## config.mk

```make
export PLATFORM = sky130hd
export DESIGN_NAME = fnco_clkdiv
export DESIGN_NICKNAME = d
export VERILOG_FILES = /design/src/rtl/fnco_pkg.sv /design/src/rtl/fnco_regs.sv /design/src/rtl/fnco_timer.sv /design/src/rtl/fnco_dither.sv /design/src/rtl/fnco_clkdiv.sv
export SDC_FILE = /design/constraint.sdc
export NUM_CORES = 1
export LEC_CHECK = 0
export BUFFER_PORTS_ARGS = -buffer_cell sky130_fd_sc_hd__buf_4
export CORE_MARGIN = 8
export CORE_UTILIZATION = 53
export CTS_CLUSTER_DIAMETER = 30
export DETAILED_ROUTE_END_ITERATION = 8
export PLACE_DENSITY = 0.73
export SLEW_MARGIN = 15
export SYNTH_ARGS = -nofsm -noshare
export SYNTH_HDL_FRONTEND = slang
export SYNTH_SLANG_ARGS = --single-unit
```

## constraint.sdc

```tcl
create_clock -name clk -period 4.8 [get_ports clk]
set_input_delay 0.48 -clock clk [delete_from_list [all_inputs] [get_ports clk]]
set_output_delay 0.48 -clock clk [all_outputs]
set_load 0.05 [all_outputs]
```

## src/rtl/fnco_pkg.sv

```systemverilog
package fnco_pkg;
   typedef enum logic [1:0] {
      SEL_CTRL   = 2'd0,
      SEL_DIV    = 2'd1,
      SEL_INC_UP = 2'd2,
      SEL_INC_DN = 2'd3
   } fnco_sel_e;

   // coarse value = sequence steps + this offset
   localparam int COARSE_OFS = 3;
endpackage

```

## src/rtl/fnco_regs.sv

```systemverilog
module fnco_regs
   import fnco_pkg::*;
#(
   parameter int DATA_W   = 32,
   parameter int COARSE_W = 11,
   parameter int FINE_W   = 2,
   parameter int EN_BIT   = 31
) (
   input  logic                       clk,
   input  logic                       rst_n,
   input  logic                       we,
   input  logic [1:0]                 wsel,
   input  logic [DATA_W-1:0]          wdata,
   input  logic [1:0]                 rsel,
   output logic [DATA_W-1:0]          rdata,
   output logic                       en,
   output logic [COARSE_W-1:0]        coarse,
   output logic [FINE_W-1:0]          fine,
   output logic signed [DATA_W-1:0]   inc_up,
   output logic signed [DATA_W-1:0]   inc_dn
);
   localparam int DIV_W = COARSE_W + FINE_W;

   logic [DIV_W-1:0] div_q;

   always_ff @(posedge clk or negedge rst_n) begin
      if (!rst_n) begin
         en     <= 1'b0;
         div_q  <= '0;
         inc_up <= '0;
         inc_dn <= '0;
      end else if (we) begin
         case (fnco_sel_e'(wsel))
            SEL_CTRL:   en     <= wdata[EN_BIT];
            SEL_DIV:    div_q  <= wdata[DIV_W-1:0];
            SEL_INC_UP: inc_up <= wdata;
            default:    inc_dn <= wdata;
         endcase
      end
   end

   assign fine   = div_q[FINE_W-1:0];
   assign coarse = div_q[DIV_W-1:FINE_W];

   always_comb begin
      rdata = '0;
      case (fnco_sel_e'(rsel))
         SEL_CTRL:   rdata[EN_BIT]      = en;
         SEL_DIV:    rdata[DIV_W-1:0]   = div_q;
         SEL_INC_UP: rdata              = inc_up;
         default:    rdata              = inc_dn;
      endcase
   end
endmodule

```

## src/rtl/fnco_timer.sv

```systemverilog
module fnco_timer #(
   parameter int                COARSE_W = 11,
   parameter logic [COARSE_W:0] TAPS     = 12'hA01,
   parameter int                FINE_W   = 2,
   parameter int                TAIL_W   = 4
) (
   input  logic                clk,
   input  logic                rst_n,
   input  logic                load,
   input  logic [COARSE_W-1:0] load_state,
   input  logic [TAIL_W-1:0]   load_tail,
   output logic                expire,
   output logic [COARSE_W-1:0] state
);
   localparam logic [COARSE_W-1:0] FB = TAPS[COARSE_W:1];

   logic [COARSE_W-1:0] st_q, st_nxt;
   logic [FINE_W-1:0]   sub_q;
   logic [TAIL_W-1:0]   tail_q;
   logic                at_seed;

   // one right-shift step of the coarse sequence, built from the tap mask
   for (genvar b = 0; b < COARSE_W; b++) begin : g_fb
      if (b == COARSE_W-1) begin : g_msb
         assign st_nxt[b] = st_q[0] & FB[b];
      end else begin : g_lo
         assign st_nxt[b] = st_q[b+1] ^ (st_q[0] & FB[b]);
      end
   end

   assign at_seed = (st_q == '1);

   always_ff @(posedge clk or negedge rst_n) begin
      if (!rst_n) begin
         st_q   <= '1;
         sub_q  <= '0;
         tail_q <= '0;
      end else if (load) begin
         st_q   <= load_state;
         sub_q  <= '1;
         tail_q <= load_tail;
      end else if (!at_seed) begin
         if (sub_q == '0) begin
            st_q  <= st_nxt;
            sub_q <= '1;
         end else begin
            sub_q <= sub_q - 1'b1;
         end
      end else if (tail_q != '0) begin
         tail_q <= tail_q - 1'b1;
      end
   end

   assign expire = at_seed && (tail_q == '0);
   assign state  = st_q;
endmodule

```

## src/rtl/fnco_dither.sv

```systemverilog
module fnco_dither #(
   parameter int ACC_W = 32
) (
   input  logic                    clk,
   input  logic                    rst_n,
   input  logic                    clear,
   input  logic                    advance,
   input  logic signed [ACC_W-1:0] inc_up,
   input  logic signed [ACC_W-1:0] inc_dn,
   output logic                    stretch,
   output logic signed [ACC_W-1:0] acc
);
   logic signed [ACC_W-1:0] step;

   assign stretch = !acc[ACC_W-1];
   assign step    = stretch ? inc_dn : inc_up;

   always_ff @(posedge clk or negedge rst_n) begin
      if (!rst_n)       acc <= '0;
      else if (clear)   acc <= '0;
      else if (advance) acc <= acc + step;
   end
endmodule

```

## src/rtl/fnco_clkdiv.sv

```systemverilog
module fnco_clkdiv
   import fnco_pkg::*;
#(
   parameter int                DATA_W   = 32,
   parameter int                COARSE_W = 11,
   parameter int                FINE_W   = 2,
   parameter int                EN_BIT   = 31,
   parameter logic [COARSE_W:0] TAPS     = 12'hA01
) (
   input  logic              clk,
   input  logic              rst_n,
   input  logic              reg_we,
   input  logic [1:0]        reg_wsel,
   input  logic [DATA_W-1:0] reg_wdata,
   input  logic [1:0]        reg_rsel,
   output logic [DATA_W-1:0] reg_rdata,
   output logic              clk_out
);
   localparam int STEP      = 2 ** FINE_W;
   localparam int TAIL_W    = FINE_W + 2;
   localparam int TAIL_BASE = COARSE_OFS * STEP - 1;

   if (DATA_W <= COARSE_W + FINE_W || EN_BIT >= DATA_W) begin : g_bad_w
      $error("fnco_clkdiv: register width too small");
   end
   if (!TAPS[0] || !TAPS[COARSE_W]) begin : g_bad_taps
      $error("fnco_clkdiv: tap mask must span the full sequence width");
   end

   logic                       ctl_en;
   logic [COARSE_W-1:0]        div_coarse;
   logic [FINE_W-1:0]          div_fine;
   logic signed [DATA_W-1:0]   inc_up, inc_dn;
   logic                       tmr_expire, dth_stretch;
   logic [COARSE_W-1:0]        tmr_state;
   logic signed [DATA_W-1:0]   dth_acc;
   logic [TAIL_W-1:0]          tail_init;
   logic                       idle_q, out_q;
   logic                       cfg_ok, start, stop;

   fnco_regs #(
      .DATA_W(DATA_W), .COARSE_W(COARSE_W), .FINE_W(FINE_W), .EN_BIT(EN_BIT)
   ) i_regs (
      .clk(clk), .rst_n(rst_n), .we(reg_we), .wsel(reg_wsel), .wdata(reg_wdata),
      .rsel(reg_rsel), .rdata(reg_rdata), .en(ctl_en), .coarse(div_coarse),
      .fine(div_fine), .inc_up(inc_up), .inc_dn(inc_dn)
   );

   // a usable setting: up >= 0, dn <= 0, not both zero, coarse state not stuck
   assign cfg_ok = !inc_up[DATA_W-1]
                 && (inc_dn[DATA_W-1] || inc_dn == '0)
                 && !(inc_up == '0 && inc_dn == '0)
                 && (div_coarse != '0);

   assign start = ctl_en && cfg_ok && (idle_q || tmr_expire);
   assign stop  = !ctl_en || (!idle_q && tmr_expire && !cfg_ok);

   assign tail_init = TAIL_W'(TAIL_BASE) + TAIL_W'(div_fine) + TAIL_W'(dth_stretch);

   fnco_dither #(.ACC_W(DATA_W)) i_dither (
      .clk(clk), .rst_n(rst_n), .clear(stop), .advance(start),
      .inc_up(inc_up), .inc_dn(inc_dn), .stretch(dth_stretch), .acc(dth_acc)
   );

   fnco_timer #(
      .COARSE_W(COARSE_W), .TAPS(TAPS), .FINE_W(FINE_W), .TAIL_W(TAIL_W)
   ) i_timer (
      .clk(clk), .rst_n(rst_n), .load(start), .load_state(div_coarse),
      .load_tail(tail_init), .expire(tmr_expire), .state(tmr_state)
   );

   always_ff @(posedge clk or negedge rst_n) begin
      if (!rst_n) begin
         idle_q <= 1'b1;
         out_q  <= 1'b0;
      end else if (stop) begin
         idle_q <= 1'b1;
         out_q  <= 1'b0;
      end else if (start) begin
         idle_q <= 1'b0;
         if (!idle_q) out_q <= ~out_q;
      end
   end

   assign clk_out = out_q;
endmodule

```

---- Word level (Yosys, flattened, before mapping) ----
Index checks and enable logic that the tools add are counted.
storage, ports and cells
  bits in registers ....................... 129
  output and inout bits ................... 33
operators by class
  $add $sub $neg .......................... 5
  equal/unequal tests ..................... 7
  muxes and demuxes ....................... 20
  bitwise gates (word level) .............. 3
  reductions and logical operators ........ 39
operators with widths
  kind                  number
  $mux 32               3
  $logic_not 32->1      2
  $pmux 13 s3           1
  $pmux 18 s2           1
  $mux 11               3
  $add 32x32->32        1
  $reduce_and 2->1      7
  $mux 4                3
  $eq 11x11->1 const B  1
  $reduce_bool 11->1    1
  $logic_and 1x1->1     9
  $reduce_bool 2->1     4
  $logic_not 1->1       6
  $logic_not 2->1       3
  $mux 2                3
  $mux 1                5
  $add 4x1->4           1
  $add 4x2->4 const A   1
  $eq 2x1->1 const B    2
  $eq 2x2->1 const B    2
  $logic_not 4->1       1
  $reduce_bool 4->1     1
  $sub 4x1->4 const B   1
  $logic_or 1x1->1      3
  8 further kinds       9

---- Depth between registers and ports, before layout ----
Gate-level depths: netlist of the first run.
  depth in word-level cells ............... 10
  gate-level depth with buffers ........... 13
  gate-level depth less buffers ........... 12

---- Hierarchy ----
From an unflattened synthesis of the first run, not the netlist that was laid out.
second synthesis, totals
  cell total of the unflattened synthesis .. 768
  area total of the unflattened synthesis .. 8,242.9 µm²
modules (own cells, without submodules)
  module       instances  cells an instance  area an instance (µm²)  sequential area each (µm²)
  fnco_regs    1          242                3,542.1                 1,951.9
  fnco_dither  1          384                3,395.8                 800.8
  fnco_timer   1          92                 903.4                   439.2
  fnco_clkdiv  1          50                 401.6                   51.3

---- Worst setup path before layout of the first run ----
No wires, ideal clock.
  path kind ............................... flip-flop to flip-flop
  start point ............................. register i_dither.acc[31]
  end point ............................... register i_dither.acc[31]
  library setup time ...................... 0.127 ns
  arrival ................................. 3.432 ns
  required time ........................... 4.673 ns
  slack ................................... 1.240 ns
  stages on the path, launching flop included .. 13
  clock period less this slack ............ 3.560 ns
  cells stage by stage .................... dfrtp_1 -> clkbuf_1 -> clkbuf_1 -> mux2_2 -> ha_1 -> a21o_1 -> a2111oi_4 -> nor3_1 -> a311o_1 -> o31a_1 -> o41ai_4 -> a2111o_1 -> nand3_1
between the ends
  longest elaborated chain between the ends .. 4
RTL lines
  element                 line               text
  start, declared         fnco_dither.sv:11  output logic signed [ACC_W-1:0] acc
  start signal, assigned  fnco_dither.sv:21  else if (advance) acc <= acc + step;
  $mux 32                 fnco_dither.sv:16  assign step = stretch ? inc_dn : inc_up;
  $add 32x32->32 *        fnco_dither.sv:21
  $mux 32 *               fnco_dither.sv:21
  $mux 32 *               fnco_dither.sv:20  else if (clear) acc <= '0;
Every way passes the cells marked *; elsewhere a longest branch is shown, timed or not. The select of a mux whose other input is x is not followed.
A chain may end at the register's enable or synchronous reset.

---- Worst setup path after layout of the first run ----
Same ends and word-level chain as after synthesis.

==> results of run 1 <==
[logic make-up after synthesis]
kind of cell,Yosys count,share of synthesized area [%]
and+or+nand+nor,177,11.4
xor gates and xnor gates,25,2.78
AOI/OAI and AO/OA,172,14.9
adders and majority gates,37,5.98
buffers and inverters,53,2.54
muxes,151,21.2
DFF,129,41.2
[synth_stat cells (3+ instances only)]
cell | number | area share [%]
ha_1 | 36 | 5.7
mux2i_1 | 29 | 3.7
a211oi_1 | 4 | 0.38
mux2_2 | 122 | 17
nand4_1 | 8 | 0.64
o21bai_1 | 5 | 0.48
or3_1 | 6 | 0.48
o21a_1 | 7 | 0.67
dfstp_2 | 12 | 4.0
nand3b_1 | 3 | 0.29
nor2_1 | 18 | 0.86
nand3_1 | 13 | 0.83
a21boi_0 | 3 | 0.29
clkbuf_1 | 29 | 1.4
nand2_1 | 58 | 2.8
a22o_1 | 17 | 1.9
a31oi_1 | 5 | 0.40
buf_1 | 6 | 0.29
dfrtp_1 | 117 | 37
a21o_1 | 13 | 1.2
nor3_1 | 11 | 0.70
xor2_1 | 15 | 1.7
a21oi_1 | 32 | 2.0
xnor2_1 | 10 | 1.1
nor4_1 | 18 | 1.4
o211a_1 | 3 | 0.38
o211ai_1 | 8 | 0.76
and3_1 | 7 | 0.56
inv_1 | 17 | 0.81
nor2b_1 | 23 | 1.8
and2_1 | 5 | 0.40
o21ai_0 | 51 | 3.2
[registers in the layout (all words and copies together), names as in the netlist]
name            count
clk_out             1
i_dither.acc       32
i_regs.div_q       13
i_regs.en           1
i_regs.inc_dn      32
i_regs.inc_up      32
i_timer.state      11
i_timer.sub_q       2
i_timer.tail_q      4
idle_q              1
[final cells by class]
| class | count | area (um^2) | share of cell area, % |
|---|---|---|---|
| Clock buffer | 20 | 447 | 4.87 |
| Clock inverter | 12 | 159 | 1.73 |
| Inverter | 17 | 63.8 | 0.696 |
| Multi-Input combinational cell | 562 | 4430 | 48.3 |
| Sequential cell | 129 | 3240 | 35.4 |
| Tap cell | 184 | 230 | 2.51 |
| Timing Repair Buffer | 80 | 603 | 6.57 |
[critical path: stages, from the launching register on]
cell       delay (ps)
dfrtp_1           530
buf_4             310
mux2_2            370
ha_1              330
a21o_1            240
a2111oi_4         390
nor3_1             90
a311o_1           390
o31a_1            290
o41ai_4           350
a2111o_1          190
nand3_1            70
[stage by stage]
step	hold slack, ps	setup WS [ps]	total power [W]
after global routing	289	870	0.00505
after global placement	376	1230	0.00335
after floorplan	184	1240	0.00292
after detailed placement	376	1170	0.00342
final	299	1120	0.00477
after CTS	288	1140	0.00477
[power by group through the flow]
stage	Combinational, W	Clock, W	Sequential [W]
final	0.00184	0.00133	0.00161
after global routing	0.00201	0.00140	0.00164
after CTS	0.00182	0.00135	0.00160
after detailed placement	0.00181	0	0.00162
after global placement	0.00175	0	0.00160
after floorplan	0.00140	0	0.00152
[how the worst max path moves through the flow]
stage	to
floorplan	i_dither.acc[31]
global placement	i_dither.acc[31]
detailed placement	i_dither.acc[31]
CTS	i_dither.acc[31]
global route	i_dither.acc[31]
finish	i_dither.acc[31]
[layer usage]
layer	GRT usage (%)	share of wire, %
met4	8.06	2.3
met1	30.5	44
met5	0	0
met3	4.67	5.7
met2	36.8	48
==> results.py, run 1 <==
metrics = {
    "sta": {
        "rsz0062_at_grt": "no",
        "finalMaxSlewViolations": 0,
        "fin_tns_setup_ps": 0,
        "fmax_mhz": 272,
        "finalSetupViolCount": 0,
        "finalClockSkew_ps": 10.2,
        "period_minus_slack_ps": 3680,
        "period_share_pct": 76.7,
        "worst_pin_slew_ps": 1120,
        "hold_viol": 0,
        "relSlewSlack_pct": 25.2,
    },
    "clock_network": {
        "clk_pin_slew_worst_paths_ps": 60,
        "cts_resized": 0,
        "cts.sinks": 129,
        "cts_max_level": 4,
        "cts_tree": "yes",
        "cts_root_buf": "clkbuf_16",
        "clk_latency_ps": 420,
        "post_cts_buffers": 0,
        "cts_buffer_depth": 2,
        "ctsHoldBuffers": 1,
        "cts-buffers-inserted": 17,
    },
    "worst_setup_path": {
        "rr_worst_depth": 11,
        "critPathCaptureType": "flip-flop",
        "crit_path_max_fanout": 16,
        "r2r_slack_ps": 1120,
        "crit_arrival_ps": 3980,
        "rr_endpoint": "i_dither.acc[31]",
        "start_kind": "flip-flop",
        "cp.required_ps": 5100,
        "r2r-start": "i_dither.acc[31]",
        "path_class": "reg2reg",
        "startpoint": "i_dither.acc[31]",
    },
    "final_layout": {
        "final_area_um2": 9170,
        "post-route-util_pct": 63.1,
        "finalNetCount": 883,
        "final_common_cell": "mux2_2",
        "layout_common_cells": "mux2_2, dfrtp_1, buf_4, nand2_1, o21ai_0",
        "stdcell_count": 1004,
        "antenna_cells": 0,
        "fillers": 1177,
        "drive_above_1_share_pct": 30.2,
        "syn_to_final_growth_pct": 16.6,
    },
    "floorplanning": {
        "start_util_pct": 54.1,
        "core_area_um2": 14500,
        "dieArea_um2": 19000,
        "rows": 44,
        "dieWidth_um": 138,
        "dieHeight_um": 138,
        "io_pins": 72,
    },
    "grt": {
        "grt_pass1_wl_um": 33900,
        "grt_max_degree": 59,
        "grt_overflow": 0,
        "grt.total_usage_pct": 23.0,
        "grt_pass1_vias": 6375,
        "antenna_found_initial": 0,
    },
    "routing": {
        "detail_route.wl_per_cell_um": 20.9,
        "route.detailed.drc": 0,
        "via_count": 6274,
        "vias_per_cell": 6.25,
        "drtPass1Iterations": 5,
        "drtIter0Drc": 373,
        "antenna_left": 0,
        "wl_um": 21000,
    },
    "worst_hold_path": {
        "min_from": "reg_wdata[15]",
        "hp-class": "in2reg",
        "whs_path_depth": 2,
        "hold_path_end": "i_regs.inc_up[15]",
    },
    "pwr": {
        "seqPwrFrac_pct": 33.7,
        "switchingPower_w": 0.00179,
        "internal-power_w": 0.00298,
        "switching_share_pct": 37.5,
        "ir_drop_mv": 0.306,
        "power_density_nw_per_um2": 520,
        "p_comb_share_pct": 38.5,
        "clock_power_share_pct": 27.8,
        "p_leak_nw": 4.19,
    },
    "place": {
        "port_buffers": 71,
        "post-place-cells": 971,
        "place_congestion": 0.908,
        "hpwl_um": 15000,
        "place_area_um2": 8550,
    },
    "synthesis": {
        "ys.flop_type": "dfrtp_1",
        "netlist_area_um2": 7870,
        "synth.distinct_cells": 57,
        "synth-warning-count": 0,
        "syn-num-nets": 820,
        "ys_seq_area_share_pct": 41.2,
        "synth-seq-cells": 129,
        "synth.avg_cell_area_um2": 10.6,
        "synth_edf_count": 0,
        "ys_async_sr_fraction_pct": 100,
        "postSynthCellCount": 744,
    },
    "outcome": {
        "status": "completed",
    },
    "job": {
        "drv_cap": 0,
    },
}
(Power assumes the default switching activity.)
==> inputs of run 2 (changes only) <==
--- a/config.mk
+++ b/config.mk
@@ -5,6 +5,7 @@
 export SDC_FILE = /design/constraint.sdc
 export NUM_CORES = 1
 export LEC_CHECK = 0
+export ABC_AREA = 1
 export BUFFER_PORTS_ARGS = -buffer_cell sky130_fd_sc_hd__buf_4
 export CORE_MARGIN = 8
 export CORE_UTILIZATION = 53
==> constraint.sdc (replaced) <==
create_clock -name clk -period 3.68 [get_ports clk]
set_input_delay 0.368 -clock clk [delete_from_list [all_inputs] [get_ports clk]]
set_output_delay 0.368 -clock clk [all_outputs]
set_load 0.05 [all_outputs]
==> run 2 against run 1 <==
  * Die area rose by 7.2%
  * Critical path depth is 2 lower
  * Clock skew shrank 1.4 ps
  * Cell count is 55% higher
  * Flip-flop and latch count is the same
  * First-iteration DRC count up 140%
  * Highest routed layer unchanged
==> results.py, run 2 <==
metrics = {
    "synthesis": {
        "synth.avg_cell_area_um2": 6.70,
        "ys_seq_area_share_pct": 38.1,
        "synth-seq-cells": 129,
        "yosys-top-cells-count": "nand2_1, inv_1, o21ai_0, dfrtp_1, nor2_1",
        "ys_async_sr_fraction_pct": 100,
        "synth.area.top_cells": "dfrtp_1, nand2_1, o21ai_0",
        "netlist_area_um2": 8510,
        "yosysMostFrequentCell": "nand2_1",
        "synth_edf_count": 0,
        "synth.distinct_cells": 31,
        "postSynthCellCount": 1270,
        "synth_compound_area_share_pct": 12.9,
        "synth-warning-count": 0,
        "synth_xor_area_share_pct": 1.85,
        "synth.top_cell.area_share_pct": 34.4,
        "synthAdderAreaFrac_pct": 5.53,
        "syn-num-nets": 1346,
        "yosysTopAreaCell": "dfrtp_1",
        "muxShareOfSynthArea_pct": 0,
        "ys.flop_type": "dfrtp_1",
        "yosys.area_share.simple_pct": 32.6,
        "synth_top_family_by_area": "simple AND/OR/NAND/NOR gates",
    },
    "grt": {
        "grt_max_degree": 65,
        "grt.total_usage_pct": 25.4,
        "grt_pass1_wl_um": 40600,
        "antenna_found_initial": 0,
        "grt_pass1_vias": 7994,
        "grt_overflow": 0,
    },
    "routing": {
        "antenna_left": 0,
        "wl_um": 25300,
        "route.detailed.drc": 0,
        "drtPass1Iterations": 5,
        "via_count": 8449,
        "drtIter0Drc": 908,
        "vias_per_cell": 5.44,
        "detail_route.wl_per_cell_um": 16.3,
    },
    "floorplanning": {
        "dieHeight_um": 143,
        "rows": 46,
        "dieArea_um2": 20400,
        "io_pins": 72,
        "core_area_um2": 15800,
        "start_util_pct": 54.0,
        "dieWidth_um": 143,
    },
    "place": {
        "place_congestion": 0.969,
        "port_buffers": 71,
        "hpwl_um": 18800,
        "place_area_um2": 9210,
    },
    "clock_network": {
        "cts_max_level": 4,
        "cts_tree": "yes",
        "cts.sinks": 129,
        "ctsHoldBuffers": 0,
        "cts-buffers-inserted": 17,
        "cts_buffer_depth": 2,
        "cts_resized": 0,
        "post_cts_buffers": 0,
        "cts_root_buf": "clkbuf_16",
        "clk_latency_ps": 430,
        "clk_pin_slew_worst_paths_ps": 60,
    },
    "sta": {
        "period_share_pct": 76.6,
        "hold_viol": 0,
        "fmax_mhz": 355,
        "finalMaxSlewViolations": 0,
        "period_minus_slack_ps": 2820,
        "finalClockSkew_ps": 8.84,
        "fin_tns_setup_ps": 0,
        "rsz0062_at_grt": "no",
        "hold_slack_ps": 37.4,
        "worst_pin_slew_ps": 915,
        "relSlewSlack_pct": 38.8,
        "finalSetupViolCount": 0,
    },
    "worst_setup_path": {
        "critPathMaxStageDelay_ps": 600,
        "crit_path_max_fanout": 35,
        "cpMaxStageDelayCell": "inv_2",
        "crit_chain": "nand2_1 -> nor2_1 -> nand4_1 -> a21oi_4 -> nand4_4 -> inv_2 -> nand2_1 -> nand2_1 -> nand2_1",
        "cp.required_ps": 4000,
        "start_kind": "flip-flop",
        "cp_common_cell": "nand2_1",
        "path_class": "reg2reg",
        "critPathCaptureType": "flip-flop",
        "crit_arrival_ps": 3130,
    },
    "pwr": {
        "p_leak_nw": 5.25,
        "ir_drop_mv": 0.365,
        "power_density_nw_per_um2": 521,
    },
    "final_layout": {
        "fillers": 1529,
        "final_area_um2": 9770,
        "antenna_cells": 0,
        "final_common_cell": "nand2_1",
        "syn_to_final_growth_pct": 14.9,
        "finalNetCount": 1400,
        "layout_common_cells": "nand2_1, inv_1, o21ai_0, dfrtp_1, nor2_1",
        "multi_input_area_um2": 4510,
        "drive_above_1_share_pct": 10.2,
        "reg_top3": "i_dither.acc (32), i_regs.inc_dn (32), i_regs.inc_up (32)",
        "regArea_um2": 3240,
    },
    "worst_hold_path": {
        "hp-class": "in2async",
    },
    "outcome": {
        "status": "completed",
    },
    "job": {
        "drv_cap": 0,
    },
}
## run 2: changes by cell type after synthesis, sizes merged, moves of 80 or more
cell | previous run | this run
nor2 | 18 | 105
o21ai | 52 | 146
nand3 | 13 | 93
mux2 | 122 | 0
nand2 | 58 | 451
inv | 17 | 152
## run 2: cells by family after synthesis
logic type / after synthesis
compound gates: 205
xor+xnor: 18
buf+inv: 198
flops: 129
fa+ha+maj: 37
simple gates: 683
## run 2: report_power, final
part / leakage (nW) / switching, W / internal, W
Combinational: 3.36 / 0.00102 / 0.000500
Sequential: 1.62 / 0.000239 / 0.00168
Clock: 0.266 / 0.000702 / 0.000954
## run 2: metrics by stage
stage	worst slack (ps)	instances	power [W]	utilization [%]
2_1_floorplan	1150	1270	0.00295	-
3_3_place_gp	958	1521	0.00340	58.4
3_5_place_dp	889	1521	0.00343	58.4
4_1_cts	863	1553	0.00509	62.0
5_1_grt	607	1553	0.00536	62.0
6_report	863	1553	0.00510	62.0
## run 2: metal layers
layer	track usage (%)	wire, um	vias to the layer above
li1	-	-	4167
met2	39.7	11400	337
met4	8.89	571	0
met3	3.97	1710	44
met5	0	0	-
met1	35.1	11600	3901
## run 2: critical path: cells and delay by family (launching register included)
kind | cells | cell delay [ps]
simple gates | 7 | 1120
compound gates | 1 | 390
flops | 1 | 560
buf+inv | 1 | 600
## run 2: path summary, 6_finish.rpt
check	startpoint	to	slack, ps	cells after the start
max	i_timer.state[0]	i_timer.tail_q[2]	860	9
min	rst_n	i_regs.inc_up[29]	40	1
max reg2reg	i_timer.state[0]	i_timer.tail_q[2]	860	9
min reg2reg	i_regs.inc_dn[16]	i_regs.inc_dn[16]	480	2
max in group asynchronous	rst_n	i_regs.inc_up[10]	2810	2
min in group clk	reg_wdata[13]	i_regs.inc_dn[13]	210	3
## run 2: area by class of cell
cell class	instances	area share, %
Clock buffer	18	4.49
Clock inverter	14	1.33
Inverter	152	5.84
Multi-Input combinational cell	943	46.2
Sequential cell	129	33.2
Tap cell	216	2.76
Timing Repair Buffer	81	6.22
==> inputs of run 3 (changes only) <==
--- a/config.mk
+++ b/config.mk
@@ -11,7 +11,7 @@
 export CORE_UTILIZATION = 53
 export CTS_CLUSTER_DIAMETER = 30
 export DETAILED_ROUTE_END_ITERATION = 8
-export PLACE_DENSITY = 0.73
+export PLACE_DENSITY = 0.76
 export SLEW_MARGIN = 15
 export SYNTH_ARGS = -nofsm -noshare
 export SYNTH_HDL_FRONTEND = slang
==> constraint.sdc (replaced) <==
create_clock -name clk -period 2.5 [get_ports clk]
set_input_delay 0.25 -clock clk [delete_from_list [all_inputs] [get_ports clk]]
set_output_delay 0.25 -clock clk [all_outputs]
set_load 0.05 [all_outputs]
==> run 3 against run 2 <==
  * Maximum frequency increased by 15%
  * Register-to-register slack got worse by 810 ps
  * Total power rose by 58%
  * Sequential share of layout area fell by 3.6 points
  * Combinational power rose by 83%
  * Wire length is 6.2% higher
  * Worst hold slack improved by 52 ps
  * First-iteration DRC count is 15% lower
  * Largest power group unchanged
==> results.py, run 3 (synthesis gave the netlist of run 2 again) <==
metrics = {
    "outcome": {
        "status": "completed",
    },
    "clock_network": {
        "clk_pin_slew_worst_paths_ps": 60,
        "cts-buffers-inserted": 17,
        "cts_buffer_depth": 2,
        "clk_latency_ps": 430,
        "cts_max_level": 4,
        "cts.sinks": 129,
        "cts_root_buf": "clkbuf_16",
        "cts_tree": "yes",
    },
    "pwr": {
        "switchingPower_w": 0.00307,
        "p_comb_share_pct": 34.6,
        "switching_share_pct": 38.2,
        "internal-power_w": 0.00496,
        "seqPwrFrac_pct": 35.5,
        "ir_drop_mv": 0.700,
        "clock_power_share_pct": 30.0,
        "p_leak_nw": 5.79,
        "finalPower_w": 0.00803,
        "power_density_nw_per_um2": 733,
    },
    "floorplanning": {
        "start_util_pct": 54.0,
        "dieHeight_um": 143,
        "rows": 46,
        "dieArea_um2": 20400,
        "dieWidth_um": 143,
        "core_area_um2": 15800,
        "io_pins": 72,
    },
    "worst_setup_path": {
        "critPathCaptureType": "flip-flop",
        "crit_arrival_ps": 2760,
        "crit_path_max_fanout": 26,
        "path_class": "reg2reg",
        "start_kind": "flip-flop",
        "startpoint": "i_dither.acc[31]",
        "r2r-start": "i_dither.acc[31]",
        "r2r_slack_ps": 60,
        "cp.required_ps": 2810,
    },
    "routing": {
        "wl_um": 26900,
        "drtPass1Iterations": 5,
        "antenna_left": 0,
        "drtIter0Drc": 776,
        "vias_per_cell": 5.45,
        "via_count": 8985,
        "detail_route.wl_per_cell_um": 16.3,
        "route.detailed.drc": 0,
    },
    "place": {
        "place_area_um2": 9940,
        "port_buffers": 71,
        "pre_cts_slack_ps": -177,
        "place_congestion": 0.988,
        "hpwl_um": 19500,
    },
    "job": {
        "drv_cap": 0,
    },
    "grt": {
        "grt.total_usage_pct": 26.8,
        "grt_pass1_vias": 8521,
        "antenna_found_initial": 0,
        "grt_max_degree": 54,
        "grt_pass1_wl_um": 43000,
        "grt_overflow": 0,
    },
    "final_layout": {
        "final_common_cell": "nand2_1",
        "reg_top3": "i_dither.acc (32), i_regs.inc_dn (32), i_regs.inc_up (32)",
        "finalNetCount": 1498,
        "final_area_um2": 11000,
        "layout_common_cells": "nand2_1, buf_4, inv_1, o21ai_0, dfrtp_1",
        "drive_above_1_share_pct": 21.5,
        "syn_to_final_growth_pct": 28.8,
        "antenna_cells": 0,
    },
    "sta": {
        "worst_pin_slew_ps": 771,
        "fin_tns_setup_ps": 0,
        "finalMaxSlewViolations": 0,
        "hold_slack_ps": 89.5,
        "hold_viol": 0,
        "finalSetupViolCount": 0,
        "finalClockSkew_ps": 14.3,
        "rsz0062_at_grt": "yes",
        "relSlewSlack_pct": 48.3,
        "period_minus_slack_ps": 2440,
        "period_share_pct": 97.8,
        "fmax_mhz": 409,
        "worst_slack_ps": 55.1,
    },
    "worst_hold_path": {
        "min_from": "reg_wdata[14]",
        "hp-class": "in2reg",
    },
}
[run 3: per-stage QoR]
stage | std cells | utilization, %
5_1_grt | 1650 | 69.5
6_report | 1650 | 69.5
3_5_place_dp | 1611 | 63.1
4_1_cts | 1644 | 66.7
2_1_floorplan | 1270 | -
3_3_place_gp | 1611 | 63.1
[run 3: layer usage]
metal  GRT usage, %  vias to the layer above  routed length (um)
li1               -                     4373                   -
met4           10.7                        0                 808
met3           6.34                       73                2140
met2           40.9                      430               12200
met5              0                        -                   0
met1           35.8                     4109               11700
[run 3: timing repair]
item,CTS,global route
pin swaps,1,18
endpoints found under the setup margin,14,23
hold buffers,1,0
endpoints found under the hold margin,51,0
setup buffers,1,6
gates resized for setup,9,92
[run 3: worst max-delay path: stages, from the launching register on]
cell and delay [ps]:
dfrtp_2 450, buf_12 170, o21ai_0 310, ha_2 370
nand2_2 170, nor2_4 70, buf_4 130, nand2_1 60
nand2_1 80, inv_1 80, nand3_2 140, nor2_1 110
nor2_1 40, nand2_1 70, nand2_1 60
[run 3: power by group through the flow]
stage / registers (W) / clock network (W) / logic, W
global route: 0.00289 / 0.00253 / 0.00306
finish: 0.00285 / 0.00241 / 0.00278
floorplan: 0.00273 / 0 / 0.00161
detailed placement: 0.00285 / 0 / 0.00248
global placement: 0.00284 / 0 / 0.00244
CTS: 0.00282 / 0.00242 / 0.00252
[run 3: area by class of cell]
class                   count  area (um^2)
multi-input cells         943         4910
repair buffers            179         1410
inverters                 152          571
clock inverters            14          129
flip-flops and latches    129         3240
well taps                 216          270
clock buffers              17          425
fillers                  1308         4810
[run 3: final timing paths]
check / depth (start not counted) / to
worst max-delay path: 14 / i_dither.acc[19]
worst min register to register: 2 / i_regs.inc_dn[16]
max in group asynchronous: 3 / i_timer.state[2]
worst max register to register: 14 / i_dither.acc[19]
worst min-delay path: 3 / i_regs.inc_dn[14]
min in group asynchronous: 2 / i_regs.inc_dn[15]
